**config.mk**
```make
export PLATFORM = sky130hd
export DESIGN_NAME = hs_assist_bridge
export DESIGN_NICKNAME = d
export VERILOG_FILES = /design/src/rtl/hsb_pkg.sv /design/src/rtl/hsb_timer.sv /design/src/rtl/hsb_seq.sv /design/src/rtl/hsb_flags.sv /design/src/rtl/hs_assist_bridge.sv
export SDC_FILE = /design/constraint.sdc
export NUM_CORES = 1
export LEC_CHECK = 0
export ABC_CLOCK_PERIOD_IN_PS = 3760
export BUFFER_PORTS_ARGS = -buffer_cell sky130_fd_sc_hd__buf_4
export CORE_ASPECT_RATIO = 0.6
export CORE_MARGIN = 8
export CORE_UTILIZATION = 40
export DETAILED_ROUTE_END_ITERATION = 8
export PLACE_DENSITY = 0.65
export SYNTH_ARGS = -nofsm -noshare
export SYNTH_HDL_FRONTEND = slang
export SYNTH_SLANG_ARGS = --single-unit
```
**constraint.sdc**
```tcl
create_clock -name clk -period 3.76 [get_ports clk]
set_clock_uncertainty 0.2 [all_clocks]
set_input_delay 0.376 -clock clk [delete_from_list [all_inputs] [get_ports clk]]
set_output_delay 0.376 -clock clk [all_outputs]
set_load 0.005 [all_outputs]
```
**src/rtl/hsb_pkg.sv**
```systemverilog
package hsb_pkg;
  typedef enum logic [1:0] {
    ST_IDLE = 2'd0,
    ST_REQ  = 2'd1,
    ST_DONE = 2'd2
  } hsb_state_e;

  localparam int CLR_W      = 3;
  localparam int CLR_DONE_B = 0;
  localparam int CLR_TMO_B  = 1;
  localparam int CLR_OVR_B  = 2;
endpackage

```
**src/rtl/hsb_timer.sv**
```systemverilog
module hsb_timer #(
  parameter int TW = 16
) (
  input  logic          clk,
  input  logic          rst,
  input  logic          start,
  input  logic          run,
  input  logic [TW-1:0] limit,
  output logic          expire
);
  logic [TW-1:0] lim_q;
  logic [TW-1:0] cnt_q;

  always_ff @(posedge clk) begin
    if (rst) begin
      lim_q <= '0;
    end else if (start) begin
      lim_q <= limit;
    end
  end

  always_ff @(posedge clk) begin
    if (rst || !run) begin
      cnt_q <= '0;
    end else begin
      cnt_q <= cnt_q + TW'(1);
    end
  end

  // Expires on the last request cycle the limit allows.
  assign expire = run && (lim_q != '0) && (cnt_q == lim_q - TW'(1));
endmodule

```
**src/rtl/hsb_seq.sv**
```systemverilog
module hsb_seq
  import hsb_pkg::*;
(
  input  logic       clk,
  input  logic       rst,
  input  logic       go_wr,
  input  logic       clr_done,
  input  logic       ack,
  input  logic       expire,
  output hsb_state_e state,
  output logic       start,
  output logic       fin_ack,
  output logic       fin_tmo,
  output logic       go_reject,
  output logic       req_q
);
  hsb_state_e state_d;

  assign start     = go_wr && (state == ST_IDLE);
  assign go_reject = go_wr && (state != ST_IDLE);
  assign fin_ack   = (state == ST_REQ) && ack;
  assign fin_tmo   = (state == ST_REQ) && !ack && expire;

  always_comb begin
    state_d = state;
    unique case (state)
      ST_IDLE: if (start) state_d = ST_REQ;
      ST_REQ:  if (fin_ack || fin_tmo) state_d = ST_DONE;
      ST_DONE: if (clr_done) state_d = ST_IDLE;
      default: state_d = ST_IDLE;
    endcase
  end

  always_ff @(posedge clk) begin
    if (rst) begin
      state <= ST_IDLE;
      req_q <= 1'b0;
    end else begin
      state <= state_d;
      req_q <= (state_d == ST_REQ);
    end
  end
endmodule

```
**src/rtl/hsb_flags.sv**
```systemverilog
module hsb_flags
  import hsb_pkg::*;
#(
  parameter int DW = 32
) (
  input  logic             clk,
  input  logic             rst,
  input  logic             start,
  input  logic             fin_ack,
  input  logic             fin_tmo,
  input  logic             go_reject,
  input  logic [CLR_W-1:0] clr,
  input  logic [DW-1:0]    rdata_in,
  output logic             done,
  output logic             tmo,
  output logic             ovr,
  output logic [DW-1:0]    rdata
);
  always_ff @(posedge clk) begin
    if (rst) begin
      done  <= 1'b0;
      tmo   <= 1'b0;
      ovr   <= 1'b0;
      rdata <= '0;
    end else begin
      if (fin_ack || fin_tmo)   done <= 1'b1;
      else if (clr[CLR_DONE_B]) done <= 1'b0;

      if (start)               tmo <= 1'b0;
      else if (fin_tmo)        tmo <= 1'b1;
      else if (clr[CLR_TMO_B]) tmo <= 1'b0;

      if (go_reject)           ovr <= 1'b1;
      else if (clr[CLR_OVR_B]) ovr <= 1'b0;

      if (start)        rdata <= '0;
      else if (fin_ack) rdata <= rdata_in;
    end
  end
endmodule

```
**src/rtl/hs_assist_bridge.sv**
```systemverilog
module hs_assist_bridge
  import hsb_pkg::*;
#(
  parameter int AW = 8,
  parameter int DW = 32,
  parameter int TW = 16
) (
  input  logic             clk,
  input  logic             rst,
  input  logic             ctl_wr,
  input  logic             ctl_go,
  input  logic             ctl_op,
  input  logic [AW-1:0]    ctl_addr,
  input  logic [DW-1:0]    ctl_wdata,
  input  logic [CLR_W-1:0] ctl_clr,
  input  logic [TW-1:0]    ctl_limit,
  output logic             sts_busy,
  output logic             sts_done,
  output logic             sts_timeout,
  output logic             sts_overrun,
  output logic [DW-1:0]    sts_rdata,
  output logic             tgt_req,
  output logic             tgt_wr,
  output logic [AW-1:0]    tgt_addr,
  output logic [DW-1:0]    tgt_wdata,
  input  logic             tgt_ack,
  input  logic [DW-1:0]    tgt_rdata
);
  hsb_state_e       state;
  logic             start, fin_ack, fin_tmo, go_reject, expire, req_q;
  logic [CLR_W-1:0] clr_eff;

  assign clr_eff = ctl_wr ? ctl_clr : '0;

  hsb_seq u_seq (
    .clk       (clk),
    .rst       (rst),
    .go_wr     (ctl_wr && ctl_go),
    .clr_done  (clr_eff[CLR_DONE_B]),
    .ack       (tgt_ack),
    .expire    (expire),
    .state     (state),
    .start     (start),
    .fin_ack   (fin_ack),
    .fin_tmo   (fin_tmo),
    .go_reject (go_reject),
    .req_q     (req_q)
  );

  hsb_timer #(.TW(TW)) u_timer (
    .clk    (clk),
    .rst    (rst),
    .start  (start),
    .run    (state == ST_REQ),
    .limit  (ctl_limit),
    .expire (expire)
  );

  hsb_flags #(.DW(DW)) u_flags (
    .clk       (clk),
    .rst       (rst),
    .start     (start),
    .fin_ack   (fin_ack),
    .fin_tmo   (fin_tmo),
    .go_reject (go_reject),
    .clr       (clr_eff),
    .rdata_in  (tgt_rdata),
    .done      (sts_done),
    .tmo       (sts_timeout),
    .ovr       (sts_overrun),
    .rdata     (sts_rdata)
  );

  // Command fields are captured only when a start is accepted.
  always_ff @(posedge clk) begin
    if (rst) begin
      tgt_wr    <= 1'b0;
      tgt_addr  <= '0;
      tgt_wdata <= '0;
    end else if (start) begin
      tgt_wr    <= ctl_op;
      tgt_addr  <= ctl_addr;
      tgt_wdata <= ctl_wdata;
    end
  end

  assign tgt_req  = req_q;
  assign sts_busy = (state == ST_REQ);
endmodule

```
# --- Word-level counts from Yosys, hierarchy flattened ---
# Index checks and enable logic that the tools add are counted.
# Widths: inputs -> output; s select.
classes:
  n_eq_ne: 4
  bitwise_logic: 0
  magnitude_cmp: 0
  mux: 11
  n_mul: 0
  n_div: 0
  n_reduce_logical: 19
  add_sub_neg: 2
  n_shift: 0
op_table:
  columns: ["operator", "count"]
  rows:
  - ["$add 16x1->16 const B", 1]
  - ["$eq 16x16->1", 1]
  - ["$reduce_bool 16->1", 1]
  - ["$sub 16x1->16 const B", 1]
  - ["$logic_and 1x1->1", 8]
  - ["$reduce_bool 2->1", 4]
  - ["$mux 1", 6]
  - ["$mux 2", 3]
  - ["$pmux 2 s3", 1]
  - ["$eq 2x1->1 const B", 2]
  - ["$mux 3", 1]
  - ["$eq 2x2->1 const B", 1]
  - ["$logic_not 1->1", 2]
  - ["$logic_not 2->1", 1]
  - ["$logic_or 1x1->1", 2]
  - ["$reduce_or 2->1", 1]
word_totals:
  latchBits: 0
  out_inout_bits: 78
  ram_bits: 0
  ff_bits: 111
  rom_bits: 0
  memories: 0

# --- Longest topological paths before layout ---
logic_depth:
  depth_word: 8
  depth_mapped: 9
  ltp_nobuf: 9

# --- By module ---
# A second synthesis with hierarchy kept.
unflattened:
  hier_cells: 478
  hier_area_um2: 4728.3
by_module_without_submodules:
  columns: ["module", "area_each_um2", "cells_per_inst", "instances"]
  rows:
  - ["hsb_timer", 1764.2, 208, 1]
  - ["hs_assist_bridge", 1539.0, 138, 1]
  - ["hsb_flags", 1281.2, 117, 1]
  - ["hsb_seq", 143.9, 15, 1]

# --- Worst setup path before layout ---
# Ideal clock, no wire load.
synth_path:
  kind: "reg-to-reg"
  from: "register u_timer.lim_q[0]"
  to: "register u_seq.req_q"
  n_path_buf: 0
  stages_incl_launch_ff: 10
  path_slack_ns: 1.105
  arrival_time_ns: 2.326
  setup_time_ns: 0.128
  cell_sequence: "dfxtp_1 -> inv_1 -> ha_1 -> nor4b_2 -> nand3_1 -> or3_1 -> xnor2_1 -> or4_1 -> nor3b_2 -> o22ai_1"
synth_via:
  elab_chain_len: 8
  elab_cells_between_ends: 10
  cone_classes: "add/sub: 1; eq/ne: 2; mux: 2; reduce/logical: 5"
synth_lines:
  columns: ["element", "line_no", "rtl"]
  rows:
  - ["from (decl)", "hsb_timer.sv:11", "logic [TW-1:0] lim_q;"]
  - ["from (signal assigned)", "hsb_timer.sv:18", "lim_q <= limit;"]
  - ["$sub 16x1->16 or $reduce_bool 16->1 (tied branches)", "hsb_timer.sv:31", "assign expire = run && (lim_q != '0) && (cnt_q == lim_q - TW'(1));"]
  - ["$eq 16x16->1 or $logic_and 1x1->1 (tied branches)", "hsb_timer.sv:31", null]
  - ["$logic_and 1x1->1 *", "hsb_timer.sv:31", null]
  - ["$logic_and 1x1->1 *", "hsb_seq.sv:22", "assign fin_tmo = (state == ST_REQ) && !ack && expire;"]
  - ["$logic_or 1x1->1 *", "hsb_seq.sv:28", "ST_REQ: if (fin_ack || fin_tmo) state_d = ST_DONE;"]
  - ["$mux 2 *", "hsb_seq.sv:28", null]
  - ["$pmux 2 s3 *", "hsb_seq.sv:26", "unique case (state)"]
  - ["$eq 2x1->1 *", "hsb_seq.sv:40", "req_q <= (state_d == ST_REQ);"]
  - ["to (signal assigned)", "hsb_seq.sv:40", null]
  - ["to (decl)", "hsb_seq.sv:15", "output logic req_q"]
# Mark *: on every way between the ends. The rest lies on a longest branch, timed or not.
# A chain may end at the register's enable or synchronous reset.

# --- Worst setup path after layout ---
layout_path:
  from: "register u_timer.lim_q[0]"
  to: "register u_seq.state[0]"
layout_via:
  elab_chain_len: 7
  elab_cells_between_ends: 9
  cone_classes: "add/sub: 1; eq/ne: 1; mux: 2; reduce/logical: 5"
layout_lines:
  columns: ["element", "line_no", "rtl"]
  rows:
  - ["$sub 16x1->16 or $reduce_bool 16->1 (tied branches)", "hsb_timer.sv:31", null]
  - ["$eq 16x16->1 or $logic_and 1x1->1 (tied branches)", "hsb_timer.sv:31", null]
  - ["$logic_and 1x1->1 *", "hsb_timer.sv:31", null]
  - ["$logic_and 1x1->1 *", "hsb_seq.sv:22", null]
  - ["$logic_or 1x1->1 *", "hsb_seq.sv:28", null]
  - ["$mux 2 *", "hsb_seq.sv:28", null]
  - ["$pmux 2 s3 *", "hsb_seq.sv:26", null]
  - ["to (signal assigned)", "hsb_seq.sv:39", "state <= state_d;"]
  - ["to (decl)", "hsb_seq.sv:10", "output hsb_state_e state,"]
# Marks and branches as above.

==> reports/results.tsv <==
metric	value	unit
HPWL after DPL	10500	um
clk_lat worst skew	0.35	ns
Remaining DRCs	0	
antenna viol nets, final	0	
Pwr per Cell Area	410	nW/um2
Die Wd	152	um
Fmax achieved	0.321	GHz
Net Switching	655	uW
hold depth	3	
Overflow after GRT	0	
hold_sp	ctl_op	
FP Rows	30	
Slowest cell on crit path	or4_1	
1st-iter DRT viols	309	
WL final	14200	um
worst r2r path cells	9	
Sink Count	111	
Period Utilization, post-route	0.830	
setup bufs post-CTS	0	
Syn Nets	668	
Top delay family on crit path	simple AND/OR/NAND/NOR gates	
final hold violation count	0	
crit path buf inv count	1	
Multi-input gate area	2110	um2
Clk pwr share	0.367	
Worst path max stage delay	0.49	ns
RR Startpoint	u_timer.lim_q[0]$_SDFFE_PP0P_	
# resized after CTS	0	
CP max FO	6	
H-tree levels	3	
Seq pwr share	0.495	
CTS root buf	clkbuf_16	
Via density	5.03	
status	finished, final reports clean	
fin. max-slew vios	0	
critical path cell sequence	inv_1 -> ha_1 -> nor4b_2 -> nand3_1 -> or3_1 -> xnor2_1 -> or4_1 -> nor3b_2 -> o22ai_1	
Die Span Y	97.8	um
min Tclk post-route	3.12	ns
initial antenna violation count	0	
sequential standard cell area	2220	um2
hold buffers post-CTS	0	
TritonCTS clock tree	done	
Layout Nets	823	
total power draw	2520	uW
dpl cell area	5860	um2
Syn Inst Count	569	
IO Pins	175	
Hold Path End	tgt_wr$_SDFFE_PP0P_	
final setup violation count	0	
Yosys reg bits	111	
VDD IR max	0.000214	V
Most Crowded Layer GR	met2	
syn_area_per_cell	7.84	um2
crit end category	register	
mapped cell area	4460	um2
final antenna diode count	0	
HP Class	in2reg	
clock buffer depth	2	
core area	11100	um2
TritonRoute pass-1 iters	6	
initial core utilization	0.403	
RSZ-0062 raised after global routing	false	
combinational share of power	0.138	
Crit Reg-Reg Endpoint	u_seq.state[0]$_SDFF_PP0_	
clk slew on worst S/H paths	0.08	ns
Placer Congestion	0.877	
layout cell share with drive strength beyond 1	0.274	
Reg2Reg Setup Slack	0.64	ns
ys flop type	dfxtp_1	
number of synthesized flops with an enable pin	0	
Num CTS Buffers	9	
post-DR wirelength/cell	16.2	um
Synth async-reset ratio	0	
fill count	1035	
final setup TNS	0	ns
switching share of power	0.260	
pin count of the biggest net entering global routing	66	
Synth cell types	39	
cell area after layout	6140	um2
GR Util met2	0.282	
GRT met1 Usage	0.227	
crit path kind	reg2reg	
Total GRT Usage	0.187	
Syn. warnings	0	
Layout area overhead	37.6	%
CP Launch Type	register	
Slew HR	0.213	
# Max-Cap Violations	0	
Internal Pwr Total	1860	uW
GRT met3 Usage	0.0877	
DR vias	4392	
die area	14900	um2
vias in the first global route	4438	
I/O Buffers	174	
first-pass GRT wire length	22800	um
Arr. time, crit path	3.13	ns
Seq/Total Area, Yosys	0.498	
total leakage power	0.00253	uW
Slew @ Worst Pin	1.18	ns
CP required	3.77	ns
-- layout make-up --
cell class              instances  area share
inverters                       5     0.00306
well taps                     144      0.0293
flip-flops and latches        111       0.362
multi-input cells             420       0.343
clock inverters                 5     0.00673
clock buffers                  11      0.0395
repair buffers                177       0.216
-- flip-flops by register name (all words and copies together) (netlist names) --
signal	flops
tgt_wdata	32
u_flags.rdata	32
u_timer.cnt_q	16
u_timer.lim_q	16
tgt_addr	8
u_seq.state	2
tgt_wr	1
u_flags.done	1
u_flags.ovr	1
u_flags.tmo	1
u_seq.req_q	1
-- power groups by stage --
stage               Clock [uW]  Combinational [uW]  Sequential, uW
floorplan                    0                 172            1270
finish                     925                 347            1240
global route               994                 382            1250
CTS                        947                 347            1240
detailed placement           0                 345            1270
global placement             0                 335            1270
-- synth_stat cells (2+ instances only) --
cell type  instances  area share
xor2_1            20       0.039
inv_1              5      0.0042
nand4_1            2      0.0028
clkbuf_1          32       0.027
nand3_1           15       0.017
o22ai_1            4      0.0056
ha_1               2      0.0056
nand2_1          193        0.16
nand3b_1           3      0.0050
nand2b_1           5      0.0070
a31oi_1            2      0.0028
or2_2              2      0.0028
dfxtp_1          111        0.50
xnor2_1           15       0.029
a21boi_0           2      0.0034
nor2_1            25       0.021
and3_1             6      0.0084
a21oi_1           94        0.11
nor3_1             9       0.010
nor4_1             3      0.0042
-- worst max-delay path by stage --
stage / from / endpoint / slack [ns] / cells past startpoint
after floorplan: u_timer.lim_q[0]$_SDFFE_PP0P_ / u_seq.req_q$_SDFF_PP0_ / 1.11 / 9
after global placement: u_timer.lim_q[0]$_SDFFE_PP0P_ / u_seq.state[0]$_SDFF_PP0_ / 0.90 / 9
after detailed placement: u_timer.lim_q[0]$_SDFFE_PP0P_ / u_seq.state[0]$_SDFF_PP0_ / 0.71 / 9
after CTS: u_timer.lim_q[0]$_SDFFE_PP0P_ / u_seq.state[0]$_SDFF_PP0_ / 0.70 / 9
after global routing: u_timer.lim_q[0]$_SDFFE_PP0P_ / u_seq.state[0]$_SDFF_PP0_ / 0.48 / 9
final: u_timer.lim_q[0]$_SDFFE_PP0P_ / u_seq.state[0]$_SDFF_PP0_ / 0.64 / 9
-- worst min-delay path, delay by kind of cell --
kind,cells,cell delay [ns]
compound gates,1,0.05
buf+inv,1,0.11
simple gates,1,0.05
-- per-layer routing --
| layer | vias to the layer above | wire length, um |
|---|---|---|
| met1 | 2005 | 6220 |
| met5 | - | 0 |
| met4 | 0 | 356 |
| met3 | 27 | 1550 |
| met2 | 176 | 6030 |
| li1 | 2184 | - |
-- cells in the final DEF (no fill, tap or decap), drive strengths merged, types with 2 or more instances in the layout --
| master | count |
|---|---|
| inv | 7 |
| dfxtp | 111 |
| clkbuf | 11 |
| nor2 | 25 |
| buf | 177 |
| and3 | 6 |
| nand4 | 2 |
| xnor2 | 15 |
| nand3 | 15 |
| o22ai | 4 |
| a21boi | 2 |
| xor2 | 20 |
| a21oi | 94 |
| nand2b | 5 |
| nand2 | 193 |
| nor4 | 3 |
| ha | 2 |
| a31oi | 2 |
| or2 | 2 |
| clkinvlp | 2 |
| nand3b | 3 |
| nor3 | 9 |
-- cells by family after synthesis --
| group | after synthesis | synth area share |
|---|---|---|
| AOI/OAI and AO/OA | 111 | 0.136 |
| xor gates and xnor gates | 35 | 0.0687 |
| adders and majority gates | 2 | 0.00561 |
| buffers and inverters | 38 | 0.0320 |
| DFF | 111 | 0.498 |
| and+or+nand+nor | 272 | 0.260 |
-- per-stage QoR --
stage / hold WS [ns] / cells / setup WS [ns] / util
4_1_cts: 0.0560 / 873 / 0.695 / 0.554
6_report: 0.0640 / 873 / 0.641 / 0.554
3_5_place_dp: 0.247 / 857 / 0.711 / 0.529
3_3_place_gp: 0.242 / 857 / 0.903 / 0.529
2_1_floorplan: 0.253 / 569 / 1.11 / -
5_1_grt: 0.0540 / 873 / 0.477 / 0.554
(Power assumes the default switching activity.)
